**src/rtl/jab_pkg.sv**
```systemverilog
package jab_pkg;

   typedef enum logic [1:0] {
      GS_OPEN = 2'd0,
      GS_JAB  = 2'd1,
      GS_GAP  = 2'd2
   } gate_state_e;

   function automatic int unsigned us_to_cycles(input int unsigned hz,
                                                input int unsigned us);
      return (hz / 1_000_000) * us;
   endfunction

endpackage

```
**src/rtl/jab_timer.sv**
```systemverilog
module jab_timer #(
   parameter int unsigned LIMIT_CYC = 1000,
   localparam int unsigned CNT_W    = $clog2(LIMIT_CYC + 1)
) (
   input  logic clk,
   input  logic rst_n,
   input  logic run,
   output logic over
);
   localparam logic [CNT_W-1:0] LIM = CNT_W'(LIMIT_CYC);

   logic [CNT_W-1:0] cnt;

   always_ff @(posedge clk or negedge rst_n) begin
      if (!rst_n)          cnt <= '0;
      else if (!run)       cnt <= '0;
      else if (cnt != LIM) cnt <= cnt + 1'b1;
   end

   assign over = run & (cnt == LIM);

   p_cnt_bound_r2 : assert property (@(posedge clk) disable iff (!rst_n)
      cnt <= LIM);

   p_restart_r9 : assert property (@(posedge clk) disable iff (!rst_n)
      !run |=> !over);

endmodule

```
**src/rtl/jab_gate.sv**
```systemverilog
module jab_gate
   import jab_pkg::*;
#(
   parameter int unsigned UNJAB_CYC = 8,
   localparam int unsigned UJ_W     = $clog2(UNJAB_CYC + 1),
   localparam bit FIRST_DONE        = (UNJAB_CYC == 1)
) (
   input  logic clk,
   input  logic rst_n,
   input  logic speed_10,
   input  logic txen_in,
   input  logic over,
   output logic blocked
);
   gate_state_e st, st_nx;
   logic        gap_done;

   generate
      if (FIRST_DONE) begin : g_direct
         assign gap_done = 1'b1;
      end else begin : g_count
         logic [UJ_W-1:0] ucnt;
         always_ff @(posedge clk or negedge rst_n) begin
            if (!rst_n)                        ucnt <= '0;
            else if (st == GS_JAB)             ucnt <= UJ_W'(1);
            else if (st == GS_GAP && !txen_in) ucnt <= ucnt + 1'b1;
         end
         assign gap_done = (ucnt == UJ_W'(UNJAB_CYC - 1));
      end
   endgenerate

   always_comb begin
      st_nx = st;
      if (!speed_10) begin
         st_nx = GS_OPEN;
      end else begin
         unique case (st)
            GS_OPEN: if (over) st_nx = GS_JAB;
            GS_JAB:  if (!txen_in) st_nx = FIRST_DONE ? GS_OPEN : GS_GAP;
            GS_GAP:  if (txen_in) st_nx = GS_JAB;
                     else if (gap_done) st_nx = GS_OPEN;
            default: st_nx = GS_OPEN;
         endcase
      end
   end

   always_ff @(posedge clk or negedge rst_n) begin
      if (!rst_n) st <= GS_OPEN;
      else        st <= st_nx;
   end

   assign blocked = (st != GS_OPEN);

   p_unjab_gap_r5 : assert property (@(posedge clk) disable iff (!rst_n)
      (st == GS_OPEN && $past(st) != GS_OPEN && $past(speed_10)) |-> $past(!txen_in));

   p_cut_enters_r2 : assert property (@(posedge clk) disable iff (!rst_n)
      (speed_10 && over) |=> (st != GS_OPEN || !speed_10 || $past(!speed_10)));

endmodule

```
**src/rtl/jab_status.sv**
```systemverilog
module jab_status #(
   parameter int unsigned ADDR_W  = 5,
   parameter int unsigned NUM_CLR = 2,
   parameter logic [NUM_CLR*ADDR_W-1:0] CLR_ADDRS = '0
) (
   input  logic              clk,
   input  logic              rst_n,
   input  logic              rd_stb,
   input  logic [ADDR_W-1:0] rd_addr,
   input  logic              cond,
   output logic              flag,
   output logic              rd_data
);
   logic [NUM_CLR-1:0] hit;
   logic               hit_any;

   generate
      for (genvar i = 0; i < NUM_CLR; i++) begin : g_dec
         assign hit[i] = rd_stb & (rd_addr == CLR_ADDRS[i*ADDR_W +: ADDR_W]);
      end
   endgenerate

   assign hit_any = |hit;

   always_ff @(posedge clk or negedge rst_n) begin
      if (!rst_n) flag <= 1'b0;
      else        flag <= cond | (flag & ~hit_any);
   end

   assign rd_data = hit_any & flag;

   p_clear_by_read_r7 : assert property (@(posedge clk) disable iff (!rst_n)
      $fell(flag) |-> $past(hit_any));

   p_sticky_r4 : assert property (@(posedge clk) disable iff (!rst_n)
      (flag && !hit_any) |=> flag);

   p_hold_wins_r8 : assert property (@(posedge clk) disable iff (!rst_n)
      cond |=> flag);

   p_one_hit_r7 : assert property (@(posedge clk) disable iff (!rst_n)
      $onehot0(hit));

endmodule

```
**src/rtl/jabber_guard.sv**
```systemverilog
module jabber_guard
   import jab_pkg::*;
#(
   parameter int unsigned CLK_HZ       = 125_000_000,
   parameter int unsigned JAB_LIMIT_US = 105_000,
   parameter int unsigned UNJAB_US     = 500,
   parameter int unsigned ADDR_W       = 5,
   parameter int unsigned BASIC_ADDR   = 1,
   parameter int unsigned EXT_ADDR     = 18,
   localparam int unsigned LIMIT_CYC   = us_to_cycles(CLK_HZ, JAB_LIMIT_US),
   localparam int unsigned UNJAB_CYC   = us_to_cycles(CLK_HZ, UNJAB_US)
) (
   input  logic              clk,
   input  logic              rst_n,
   input  logic              speed_10,
   input  logic              txen_in,
   input  logic              rd_stb,
   input  logic [ADDR_W-1:0] rd_addr,
   output logic              txen_out,
   output logic              jab_flag,
   output logic              rd_jab
);
   localparam logic [2*ADDR_W-1:0] CLR_ADDRS = {ADDR_W'(EXT_ADDR), ADDR_W'(BASIC_ADDR)};

   initial begin
      assert (CLK_HZ >= 1_000_000) else $error("CLK_HZ below 1 MHz");
      assert (LIMIT_CYC >= 2) else $error("jabber window under 2 cycles");
      assert (UNJAB_CYC >= 1) else $error("quiet gap under 1 cycle");
      assert (BASIC_ADDR != EXT_ADDR) else $error("status addresses collide");
      assert (BASIC_ADDR < (1 << ADDR_W) && EXT_ADDR < (1 << ADDR_W))
         else $error("status address exceeds ADDR_W");
   end

   logic over, blocked, hold_cond;

   jab_timer #(.LIMIT_CYC(LIMIT_CYC)) u_timer (
      .clk   (clk),
      .rst_n (rst_n),
      .run   (speed_10 & txen_in),
      .over  (over)
   );

   jab_gate #(.UNJAB_CYC(UNJAB_CYC)) u_gate (
      .clk      (clk),
      .rst_n    (rst_n),
      .speed_10 (speed_10),
      .txen_in  (txen_in),
      .over     (over),
      .blocked  (blocked)
   );

   assign hold_cond = speed_10 & (over | blocked);

   jab_status #(.ADDR_W(ADDR_W), .NUM_CLR(2), .CLR_ADDRS(CLR_ADDRS)) u_status (
      .clk     (clk),
      .rst_n   (rst_n),
      .rd_stb  (rd_stb),
      .rd_addr (rd_addr),
      .cond    (hold_cond),
      .flag    (jab_flag),
      .rd_data (rd_jab)
   );

   assign txen_out = txen_in & ~hold_cond;

   p_bypass_r6 : assert property (@(posedge clk) disable iff (!rst_n)
      !speed_10 |-> (txen_out == txen_in));

   p_cut_flags_r4 : assert property (@(posedge clk) disable iff (!rst_n)
      ($rose(jab_flag) && speed_10) |-> !txen_out);

   p_fast_no_flag_r6 : assert property (@(posedge clk) disable iff (!rst_n)
      (!speed_10 && $past(!speed_10) && !$past(jab_flag)) |-> !jab_flag);

   p_out_implies_in_r2 : assert property (@(posedge clk) disable iff (!rst_n)
      txen_out |-> txen_in);

endmodule

```
**config.mk**
```make
export PLATFORM = sky130hd
export DESIGN_NAME = jabber_guard
export DESIGN_NICKNAME = d
export VERILOG_FILES = /design/src/rtl/jab_pkg.sv /design/src/rtl/jab_timer.sv /design/src/rtl/jab_gate.sv /design/src/rtl/jab_status.sv /design/src/rtl/jabber_guard.sv
export SDC_FILE = /design/constraint.sdc
export NUM_CORES = 1
export LEC_CHECK = 0
export BUFFER_PORTS_ARGS = -buffer_cell sky130_fd_sc_hd__buf_4
export CORE_MARGIN = 2
export CORE_UTILIZATION = 60
export DETAILED_ROUTE_END_ITERATION = 8
export PLACE_DENSITY = 0.78
export SLEW_MARGIN = 40
export SYNTH_ARGS = -nofsm -noshare
export SYNTH_HDL_FRONTEND = slang
export SYNTH_SLANG_ARGS = --single-unit
```
**constraint.sdc**
```tcl
create_clock -name clk -period 2.7 [get_ports clk]
set_input_delay 0.54 -clock clk [delete_from_list [all_inputs] [get_ports clk]]
set_output_delay 0.54 -clock clk [all_outputs]
set_load 0.02 [all_outputs]
```
==> impl_metrics.csv <==
group,metric,value,unit
run_status,status,"complete, no violations",
floorplanning,fp.dieW,67.8,um
timing,slew_headroom,0.485,
yosys,synth_ff_type,"dfrtp_1",
route,routedWlPerCell,15.4,um
place,post-dp-hpwl,3410,um
setup_path,path_max_fanout,4,
grt,grt_max_degree,44,
timing,fmax,381,MHz
route,wirelength,5080,um
pwr,vdd_ir_drop_max,0.293,mV
clock_network,htree_levels,2,
yosys,synth.distinct_cells,42,
setup_path,critical_path.top_delay_family,"simple AND/OR/NAND/NOR gates",
setup_path,path_class,"flip-flop to output pin",
route,first_iter_violations,144,
grt,grt_pass1_vias,1930,
timing,setup_viol,0,
setup_path,critPathBufInv,1,
clock_network,cts_made_buffers,5,
setup_path,rr_startpoint,"u_timer.cnt[21]",
yosys,yosysTopAreaCell,"dfrtp_1",
floorplanning,rows,23,
route,dr_total_vias,2012,
clock_network,clock_sinks,43,
route,drc_errors,0,
yosys,synth.area.top_cells,"dfrtp_1 44%, mux2i_1 4.5%, nand2_1 4.1%, nand3_1 3.7%, a21oi_1 3.3%",
pwr,p_leak,1.09,nW
clock_network,clockBufferDepth,2,
floorplanning,core_area,0.00397,sq mm
layout,nNetsFinal,291,
route,drtPass1Iterations,4,
yosys,synth_edf_count,0,
place,port_buffers,12,
yosys,yosysMostFrequentCell,"dfrtp_1",
yosys,synthTopCellsByCount,"43 x dfrtp_1, 27 x nand2_1, 19 x nor2_1",
setup_path,reg2regPathDepth,5,
hold_path,hp-class,"input pin to async pin",
grt,gr-total-overflow,0,
yosys,syn_avg_cell_area,9.18,sq um
grt,grt_pass1_wl,8660,um
grt,antenna_found_initial,0,
timing,rsz0062_at_grt,"no",
setup_path,startpoint_type,"flip-flop",
yosys,syn_area,0.00244,sq mm
yosys,synth_warnings,0,
setup_path,arrival,2080,ps
place,gp_congestion,0.787,
setup_path,worstPathCellList,"or4b_1 > or4_4 > o21ai_2 > a21boi_0 > buf_4",
clock_network,cts_tree,"built",
timing,finClkSkew,6.17,ps
floorplanning,dieArea,0.00460,sq mm
clock_network,clkTransAtPathRegs,80,ps
yosys,async_flop_share,1.00,
yosys,postSynthNetCount,279,
layout,syn_to_final_growth,11.8,%
layout,fillerInstances,317,
route,vias_per_cell,6.12,
setup_path,r2r_slack,670,ps
grt,grt_use_total,0.254,
timing,tightest_slew,771,ps
yosys,synth_top_area_share,0.441,
setup_path,critPathCaptureType,"output pin",
layout,final_util,0.687,
timing,maxSlewViolCount,0,
clock_network,clock_latency,300,ps
setup_path,cp_slowest_cell,"or4b_1",
floorplanning,die_y,67.8,um
pwr,p_per_area,500,mW/mm^2
yosys,synth_cells,266,
layout,n_antenna_cell,0,
setup_path,critical-path-max-stage-delay,520,ps
timing,finalHoldViolCount,0,
setup_path,required,2160,ps
yosys,seq_area_frac_synth,0.441,
timing,layout_min_cycle_time,2620,ps
timing,post-route-period-util,0.972,
floorplanning,num_io_pins,13,
yosys,ys_ff_latch,43,
setup_path,reg2reg_to,"u_status.flag",
flow_run,cap_viol_max_count,0,
floorplanning,start_util,0.615,
timing,tns,0,ps
clock_network,cts_root_buffer,"clkbuf_8",
route,final_antenna_net_count,0,
layout,drive_gt1_frac,0.108,
==> kinds of logic after synthesis <==
kind of cell               count (synthesis)  synth area share
AOI/OAI and AO/OA                         43             0.109
xor gates and xnor gates                  10            0.0359
adders and majority gates                  3            0.0154
buffers and inverters                     20            0.0312
DFF                                       43             0.441
muxes                                     12            0.0497
and+or+nand+nor                          135             0.319
==> stage by stage <==
step	area (sq um)	cells	hold slack (ps)	total power, mW	worst slack (ps)
final	2730	329	216	1.36	75.7
after global routing	2730	329	260	1.42	3.80
after CTS	2710	327	236	1.37	0.921
after detailed placement	2560	318	469	0.782	226
after global placement	2560	318	454	0.780	243
after floorplan	2440	266	244	0.740	342
==> registers in the layout, indices dropped and copies added (netlist names) <==
name and count:
u_gate.g_count.ucnt 16, u_gate.st 2, u_timer.cnt 24, u_status.flag 1
==> what timing repair did <==
item | 4_1_cts | 5_1_grt
setup endpoints to repair | 1 | 1
setup buffers | 1 | 2
pin swaps | 0 | 2
hold buffers | 0 | 0
gates resized for setup | 3 | 1
==> cells in the final DEF (no fill, tap or decap), types with 3 or more instances in the layout <==
cell / netlist / routed
dfrtp_1: 43 / 43
or4_1: 7 / 7
o21ai_0: 8 / 7
nor4_1: 5 / 5
a21oi_1: 16 / 16
nand2b_1: 4 / 4
and2_1: 6 / 6
nor4b_1: 3 / 3
nor3_1: 5 / 5
ha_1: 3 / 3
nand3_1: 18 / 18
o31ai_1: 10 / 10
mux2i_1: 11 / 11
nor2_1: 19 / 19
o211ai_1: 6 / 6
nor3b_1: 5 / 5
nor4bb_1: 4 / 3
buf_4: 0 / 15
inv_1: 9 / 9
xor2_1: 5 / 5
nand2_1: 27 / 27
and3_1: 4 / 4
clkbuf_8: 0 / 5
nand4_1: 12 / 12
and4_1: 3 / 3
xnor2_1: 5 / 5
==> where the power goes <==
part	switching, mW	internal [mW]
clock network	0.226	0.370
registers	0.0196	0.660
logic	0.0499	0.0390
==> routing by layer <==
layer  track usage  routed length (um)  vias to the layer above
met5             0                   0                        -
met4         0.123                 111                        0
met3        0.0433                 156                       11
met2         0.434                2540                       38
met1         0.311                2280                      958
li1              -                   -                     1005
==> how the worst max path moves through the flow <==
stage                          from  slack (ps)  depth (start not counted)       end
floorplan           u_timer.cnt[18]         340                          4  txen_out
global placement    u_timer.cnt[18]         240                          5  txen_out
detailed placement  u_timer.cnt[18]         230                          5  txen_out
CTS                 u_timer.cnt[21]         0.9                          5  txen_out
global route        u_timer.cnt[21]           4                          5  txen_out
finish              u_timer.cnt[21]          80                          5  txen_out
==> layout make-up <==
type,count,area (sq um),share of cell area
timing repair buffer,15,113,0.0412
tap,50,62.6,0.0229
inverter,10,37.5,0.0137
multi-input combinational,203,1310,0.479
clock inverter,2,60.1,0.0220
clock buffer,6,72.6,0.0266
sequential,43,1080,0.394
==> worst register-to-register path, stage by stage (launching register included) <==
cell and delay (ps):
dfrtp_1 400, or4b_1 520, or4_4 460, buf_4 160
or2_4 240, o211ai_1 170
(Power assumes the default switching activity.)
